===== src/rtl/tick_timer_pkg.sv =====
package tick_timer_pkg;
   typedef enum logic [1:0] {
      SEL_CTRL   = 2'd0,
      SEL_RELOAD = 2'd1,
      SEL_CURR   = 2'd2,
      SEL_CALIB  = 2'd3
   } reg_sel_e;

   localparam int CTL_RUN  = 0;
   localparam int CTL_INT  = 1;
   localparam int CTL_SRC  = 2;
   localparam int CTL_FLAG = 16;

   typedef struct packed {
      logic src;
      logic inten;
      logic run;
   } ctl_t;
endpackage


===== src/rtl/tick_timer_regs.sv =====
module tick_timer_regs
   import tick_timer_pkg::*;
#(
   parameter int CNT_W = 24
) (
   input  logic             clk,
   input  logic             rst_n,
   input  logic             wr_ctrl,
   input  logic             wr_rld,
   input  logic             wr_cur,
   input  logic             rd_ctrl,
   input  logic [2:0]       ctl_wdata,
   input  logic [CNT_W-1:0] rld_wdata,
   input  logic             expire,
   output ctl_t             ctl,
   output logic             flag,
   output logic [CNT_W-1:0] reload,
   output logic             load
);
   logic run_rise;
   logic src_swap;

   assign run_rise = wr_ctrl & ~ctl.run & ctl_wdata[CTL_RUN];
   assign src_swap = wr_ctrl & ctl.run & ctl_wdata[CTL_RUN]
                     & (ctl_wdata[CTL_SRC] != ctl.src);
   assign load     = run_rise | src_swap | wr_cur;

   always_ff @(posedge clk) begin
      if (!rst_n) begin
         ctl    <= '0;
         flag   <= 1'b0;
         reload <= '0;
      end else begin
         if (wr_ctrl) begin
            ctl.run   <= ctl_wdata[CTL_RUN];
            ctl.inten <= ctl_wdata[CTL_INT];
            ctl.src   <= ctl_wdata[CTL_SRC];
         end else if (expire && (reload == '0)) begin
            ctl.run <= 1'b0;
         end
         if (wr_rld) reload <= rld_wdata;
         if (expire) flag <= 1'b1;
         else if (rd_ctrl || wr_cur) flag <= 1'b0;
      end
   end
endmodule


===== src/rtl/tick_timer_step.sv =====
module tick_timer_step #(
   parameter bit HAS_REF = 1'b1
) (
   input  logic run,
   input  logic src,
   input  logic ref_tick,
   output logic step
);
   generate
      if (HAS_REF) begin : g_sel
         assign step = run & (src | ref_tick);
      end else begin : g_clk_only
         logic unused_ref;
         assign unused_ref = src ^ ref_tick;
         assign step = run;
      end
   endgenerate
endmodule


===== src/rtl/tick_timer_core.sv =====
module tick_timer_core #(
   parameter int CNT_W = 24
) (
   input  logic             clk,
   input  logic             rst_n,
   input  logic             step,
   input  logic             load,
   input  logic             inten,
   input  logic [CNT_W-1:0] reload,
   output logic [CNT_W-1:0] cur,
   output logic             expire,
   output logic             tick_req
);
   logic at_zero;

   assign at_zero = (cur == '0);
   assign expire  = step & ~load & at_zero;

   always_ff @(posedge clk) begin
      if (!rst_n) begin
         cur      <= '0;
         tick_req <= 1'b0;
      end else begin
         if (load) cur <= reload;
         else if (step) cur <= at_zero ? reload : cur - 1'b1;
         tick_req <= expire & inten;
      end
   end
endmodule


===== src/rtl/tick_timer.sv =====
module tick_timer
   import tick_timer_pkg::*;
#(
   parameter int DATA_W    = 32,
   parameter int CNT_W     = 24,
   parameter int CAL_VALUE = 10000,
   parameter bit HAS_REF   = 1'b1
) (
   input  logic              clk,
   input  logic              rst_n,
   input  logic              wr_en,
   input  logic              rd_en,
   input  logic [1:0]        addr,
   input  logic [DATA_W-1:0] wdata,
   output logic [DATA_W-1:0] rdata,
   input  logic              ref_tick,
   output logic              tick_req
);
   localparam int HI_W = DATA_W - CNT_W;

   generate
      if (CNT_W < 2 || CNT_W >= DATA_W) begin : g_bad_cnt
         $error("tick_timer: CNT_W must be in 2..DATA_W-1");
      end
      if (CTL_FLAG >= DATA_W) begin : g_bad_flag
         $error("tick_timer: DATA_W too narrow for flag bit");
      end
      if (CAL_VALUE < 0 || CAL_VALUE >= (1 << CNT_W)) begin : g_bad_cal
         $error("tick_timer: CAL_VALUE does not fit the counter");
      end
   endgenerate

   reg_sel_e         sel;
   logic             wr_ctrl, wr_rld, wr_cur, rd_ctrl;
   ctl_t             ctl;
   logic             flag, load, step, expire;
   logic [CNT_W-1:0] reload, cur;
   logic             run_q, inten_q, src_q;
   logic             unused_wdata_hi;

   assign sel     = reg_sel_e'(addr);
   assign wr_ctrl = wr_en && (sel == SEL_CTRL);
   assign wr_rld  = wr_en && (sel == SEL_RELOAD);
   assign wr_cur  = wr_en && (sel == SEL_CURR);
   assign rd_ctrl = rd_en && (sel == SEL_CTRL);
   assign run_q   = ctl.run;
   assign inten_q = ctl.inten;
   assign src_q   = ctl.src;
   assign unused_wdata_hi = ^wdata[DATA_W-1:CNT_W];

   tick_timer_regs #(.CNT_W(CNT_W)) u_regs (
      .clk      (clk),
      .rst_n    (rst_n),
      .wr_ctrl  (wr_ctrl),
      .wr_rld   (wr_rld),
      .wr_cur   (wr_cur),
      .rd_ctrl  (rd_ctrl),
      .ctl_wdata(wdata[2:0]),
      .rld_wdata(wdata[CNT_W-1:0]),
      .expire   (expire),
      .ctl      (ctl),
      .flag     (flag),
      .reload   (reload),
      .load     (load)
   );

   tick_timer_step #(.HAS_REF(HAS_REF)) u_step (
      .run     (run_q),
      .src     (src_q),
      .ref_tick(ref_tick),
      .step    (step)
   );

   tick_timer_core #(.CNT_W(CNT_W)) u_core (
      .clk     (clk),
      .rst_n   (rst_n),
      .step    (step),
      .load    (load),
      .inten   (inten_q),
      .reload  (reload),
      .cur     (cur),
      .expire  (expire),
      .tick_req(tick_req)
   );

   always_comb begin
      rdata = '0;
      case (sel)
         SEL_CTRL: begin
            rdata[CTL_FLAG] = flag;
            rdata[CTL_SRC]  = src_q;
            rdata[CTL_INT]  = inten_q;
            rdata[CTL_RUN]  = run_q;
         end
         SEL_RELOAD: rdata = {{HI_W{1'b0}}, reload};
         SEL_CURR:   rdata = run_q ? {{HI_W{1'b0}}, cur} : '0;
         default:    rdata = DATA_W'(CAL_VALUE);
      endcase
   end
endmodule


===== config.mk =====
export PLATFORM = sky130hd
export DESIGN_NAME = tick_timer
export DESIGN_NICKNAME = d
export VERILOG_FILES = /design/src/rtl/tick_timer_pkg.sv /design/src/rtl/tick_timer_regs.sv /design/src/rtl/tick_timer_step.sv /design/src/rtl/tick_timer_core.sv /design/src/rtl/tick_timer.sv
export SDC_FILE = /design/constraint.sdc
export NUM_CORES = 1
export LEC_CHECK = 0
export BUFFER_PORTS_ARGS = -buffer_cell sky130_fd_sc_hd__buf_4
export CAP_MARGIN = 40
export CORE_MARGIN = 3
export CORE_UTILIZATION = 54
export CTS_CLUSTER_DIAMETER = 200
export CTS_CLUSTER_SIZE = 16
export DETAILED_ROUTE_END_ITERATION = 8
export GPL_TIMING_DRIVEN = 0
export PLACE_DENSITY_LB_ADDON = 0.1
export SETUP_SLACK_MARGIN = 0.1
export SYNTH_ARGS = -nofsm -noshare
export SYNTH_HDL_FRONTEND = slang
export SYNTH_SLANG_ARGS = --single-unit

===== constraint.sdc =====
create_clock -name clk -period 2.6 [get_ports clk]
set_input_delay 0.13 -clock clk [delete_from_list [all_inputs] [get_ports clk]]
set_output_delay 0.13 -clock clk [all_outputs]
set_load 0.05 [all_outputs]

# Word level (Yosys, flattened, before mapping)
# Cells that the tools add are included.
[word_totals]
regBits = 53
inputBits = 39
out_inout_bits = 33
[op_classes]
addsub = 1
n_eq_ne = 3
mux = 12
bitwise_logic = 14
n_reduce_logical = 12
[ops]
columns = ["operator", "count"]
rows = [
  ["2-to-1 mux 24 bit", 4],
  ["logical NOT 24 bit", 2],
  ["case mux 13 bit (3 select lines)", 1],
  ["subtractor 24 x 1 -> 24 bit, second input constant", 1],
  ["case mux 7 bit (2 select lines)", 1],
  ["AND 1 bit", 9],
  ["case mux 3 bit (3 select lines)", 1],
  ["nonzero test 2 bit", 3],
  ["logical AND 1 bit", 5],
  ["2-to-1 mux 1 bit", 4],
  ["bitwise OR 1 bit", 3],
  ["case mux 1 bit (3 select lines)", 1],
  ["equality test 2 x 1 -> 1 bit, second input constant", 1],
  ["equality test 2 bit, second input constant", 1],
  ["logical NOT 2 bit", 1],
  ["inverter 1 bit", 2],
  ["logical OR 1 bit", 1],
  ["inequality test 1 bit", 1],
]

# Longest topological paths before layout
[depth]
word_depth = 13
depth_mapped = 10
depth_no_buf = 8

# Cells and area by module
# From an unflattened synthesis, not the netlist that was laid out.
[hier_totals]
cells_unflattened = 408
hier_area_um2 = 3447.1
[by_module_without_submodules]
columns = ["mod", "instances", "cells_per_inst", "area_each_um2"]
rows = [
  ["tick_timer_core", 1, 228, 1726.7],
  ["tick_timer_regs", 1, 102, 1159.9],
  ["tick_timer", 1, 77, 553.0],
  ["tick_timer_step", 1, 1, 7.5],
]

# Worst setup path before layout
# OpenSTA, ideal clock, no wires.
[synth_path]
path_type = "register to register"
startpoint = "reg u_core.cur[18]"
endpoint = "reg u_core.cur[20]"
setup_time_ns = 0.130
arrival_ns = 2.112
t_required_ns = 2.470
path_slack_ns = 0.358
path_stages_with_launch = 9
n_path_buf = 2
path_cell_list = "dfxtp_1 > buf_2 > or4_4 > or3_4 > o31ai_4 > buf_2 > a31oi_1 > o211ai_1 > o21ai_0"
[synth_between]
elab_chain_cells = 4
[synth_rtl]
columns = ["item", "line", "rtl"]
rows = [
  ["start: declaration", "tick_timer_core.sv:10", "output logic [CNT_W-1:0] cur,"],
  ["start signal: assignment", "tick_timer_core.sv:24", "if (load) cur <= reload;"],
  ["start signal: assignment", "tick_timer_core.sv:25", "else if (step) cur <= at_zero ? reload : cur - 1'b1;"],
  ["subtractor 24 x 1 -> 24 bit or logical NOT 24 bit (tied branches)", "tick_timer_core.sv:25, tick_timer_core.sv:16", ""],
  ["2-to-1 mux 24 bit (*) (2 in series)", "tick_timer_core.sv:25", ""],
  ["2-to-1 mux 24 bit (*)", "tick_timer_core.sv:24", ""],
]
# Every way passes the cells marked *; elsewhere a longest branch is shown, timed or not. The select of a mux whose other input is x is not followed.
# A chain may end at the register's enable or synchronous reset.

# Worst setup path after layout
[layout_path]
startpoint = "reg u_core.cur[18]"
endpoint = "reg u_core.cur[5]"
[layout_between]
elab_chain_cells = 4
[layout_rtl]
columns = ["item", "line", "rtl"]
rows = [
  ["logical NOT 24 bit", "tick_timer_core.sv:16", "assign at_zero = (cur == '0);"],
  ["2-to-1 mux 24 bit (2 in series)", "tick_timer_core.sv:25", ""],
  ["2-to-1 mux 24 bit", "tick_timer_core.sv:24", ""],
]
# Every way passes these cells. The select of a mux whose other input is x is not followed.

==> metrics.md <==
| Metric | Value |
|---|---|
| Setup-failing EPs final | 0 |
| Std-Cell Rows | 26 |
| First-pass GRT wire length | 16100 um |
| Antenna violations before repair | 0 |
| Post-synth ARST share | 0% |
| Clk sink count | 53 |
| Yosys warns | 0 |
| Antenna-violating nets left | 0 |
| Largest net degree at the start of global routing | 16 |
| RSZ-0062 raised after global routing | yes |
| Area leader, netlist | dfxtp_1 |
| CP max stage cell | or4_4 |
| Critical Path Max Stage Delay | 570 ps |
| I/O pins | 72 |
| Share of layout cells above drive strength 1 | 17.1% |
| Min Hold Slack | 45.9 ps |
| Wire per inst | 18.0 um |
| PortBufs | 54 |
| Post-synthesis instance total | 431 |
| Synth Flop Type | dfxtp_1 |
| Cts bufs inserted | 5 |
| Critical Path AT | 2620 ps |
| Layout Skew | 9.10 ps |
| Setup crit end kind | register |
| Hold Crit Class | in -> reg |
| Total gr overflow | 0 |
| TritonCTS clock tree | done |
| MaxCap Viol Count | 0 |
| Setup CP Type | reg -> reg |
| Htree depth | 2 |
| CTS clock-pin slew for the worst setup and hold paths | 100 ps |
| Startpoint types | register |
| Max-slew violations | 0 |
| Total Die Area | 6680 um2 |
| Synthesis-stage register bit count | 53 |
| Total number of vias | 3568 |
| Final #Nets | 547 |
| Fin Setup TNS | 0 ps |
| Cell Chain, Critical Path | buf_2, or4_4, or3_4, nor3_2, nor2b_1, buf_1, a21oi_1, o22ai_1 |
| Hold Buf Count CTS | 0 |
| Status | completed |
| Final HPWL from detailed placement | 7350 um |
| Clk Latency, worst-skew pair | 320 ps |
| Post-synthesis cell area | 3100 um2 |
| DR iter-0 viols | 356 |
| Synthesized area per cell | 7.18 um2 |
| Seq/Total Area, Yosys | 34.3% |
| DRT Wirelength | 10300 um |
| Worst EP required | 2800 ps |
| Drt first pass iters | 5 |
| Vias in the first global route | 3243 |
| Post-synth top area share | 34.3% |
| Die X | 81.7 um |
| Max Buffers Root-to-Sink | 2 |
| Chip Height | 81.7 um |
| All-Layer GR Usage | 31.3% |
| Core footprint | 5340 um2 |
| Tcrit/Tclk final | 92.9% |
| Post-synth EDFFs | 0 |
| Area Growth Syn to Fin | 22.6% |
| Worst-path fanout max | 8 |
| N_diodes | 0 |
| Post-DR vias/cell | 6.23 |
| Residual DRC count | 0 |
| Slew margin rel. | 54.7% |
| Worst-Margin Slew | 679 ps |
| Unique masters post-synth | 41 |
| Hold Vio Cnt, Final | 0 |
| Global placement routability congestion | 1.00 |
| Initial core utilization | 58.0% |
| Root buf cell | clkbuf_8 |
| Top achievable clock speed | 0.414 GHz |
| Period minus WS final | 2420 ps |
| Ranking of synthesized cells by area | dfxtp_1, a21oi_1, nand2_1 |
## layout make-up
cell class	instances	area (um2)
clock buffers	7	86.3
fillers	484	1540
plain buffers	45	238
clock inverters	1	30.0
well taps	70	87.6
flip-flops and latches	53	1060
multi-input cells	334	1850
repair buffers	57	425
inverters	6	22.5
## cells in the mapped netlist (2+ instances only)
cell       n
buf_4      9
clkbuf_1  28
and2_1     4
and3_1     3
a31oi_1   11
inv_1      5
nor4_1    15
a22oi_1   15
ha_1       6
dfxtp_1   53
nor3_1    14
o211ai_1   7
nand2_1   75
a221o_1    5
a222oi_1   3
o21a_1     2
buf_6      2
nand4_1    4
or3_1      4
nor2_1    33
o22ai_1    5
mux2i_1    2
o21ai_0   24
nor2b_1    9
and4_1     2
nand3_1   14
a21oi_1   57
buf_1      2
buf_2      4
nor4b_1    3
## sequential cells by signal, summed over array words and instances (netlist names)
signal,flops
u_core.cur,24
u_regs.ctl,3
u_regs.reload,24
u_regs.flag,1
u_core.tick_req,1
## worst max-delay path: cells and delay by family (launching register included)
family / cells / cell delay, ps
compound gates: 2 / 320
flops: 1 / 300
simple gates: 4 / 1260
buf+inv: 2 / 410
## layout by cell type, fill, tap and decap left out, drive strengths merged, types with 5 or more instances in the layout
cell	instances
nor2b	9
buf	73
o211ai	7
nand3	14
ha	6
a22oi	15
or3	5
dfxtp	53
conb	8
nor3	14
a221o	5
nor2	33
nand2	75
inv	5
clkbuf	36
a31oi	11
a21oi	57
o22ai	5
nor4	15
o21ai	24
## final timing paths
path | slack [ps] | cells past startpoint | start | end
hold reg to reg | 490 | 2 | u_core.cur[23] | u_core.cur[23]
setup reg to reg | 180 | 8 | u_core.cur[18] | u_core.cur[5]
hold / removal | 50 | 3 | wdata[3] | u_regs.reload[3]
setup / recovery | 180 | 8 | u_core.cur[18] | u_core.cur[5]
## per-stage QoR
stage	setup slack (ps)	std cells	utilization [%]	cell area (um2)
after floorplan	358	438	-	3120
after global placement	57.6	562	67.8	3620
after detailed placement	29.2	562	67.8	3620
after CTS	105	570	70.1	3740
after global routing	67.5	573	71.2	3800
final	185	573	71.2	3800
## metal layers
metal  share of wire [%]  wire length, um  vias up  track usage [%]
li1                    -                -     1677                -
met1                  40             4110     1603             41.9
met2                  44             4550      251             47.5
met3                  12             1270       37             8.66
met4                 3.7              384        0             12.8
met5                   0                0        -                0
## timing repair
action / CTS / global route
pin swaps: 0 / 1
cloned: 0 / 1
gates resized for setup: 2 / 9
setup endpoints to repair: 21 / 23
endpoints found under the hold margin: 0 / 0
buffers inserted: 0 / 2
## kinds of logic (layout without fill, tap and decap cells)
kind of cell | Yosys count | after routing | synth area share [%]
and+or+nand+nor | 185 | 185 | 28.4
AOI/OAI and AO/OA | 132 | 132 | 25.9
DFF | 53 | 53 | 34.3
other | 1 | 8 | 0.121
adders and majority gates | 6 | 6 | 2.42
xor gates and xnor gates | 1 | 1 | 0.283
muxes | 2 | 2 | 0.646
buffers and inverters | 51 | 116 | 7.92
Power is left out: the tool's default activity adds up to more than one toggle a clock period on the data nets, which glitch-free logic cannot reach.
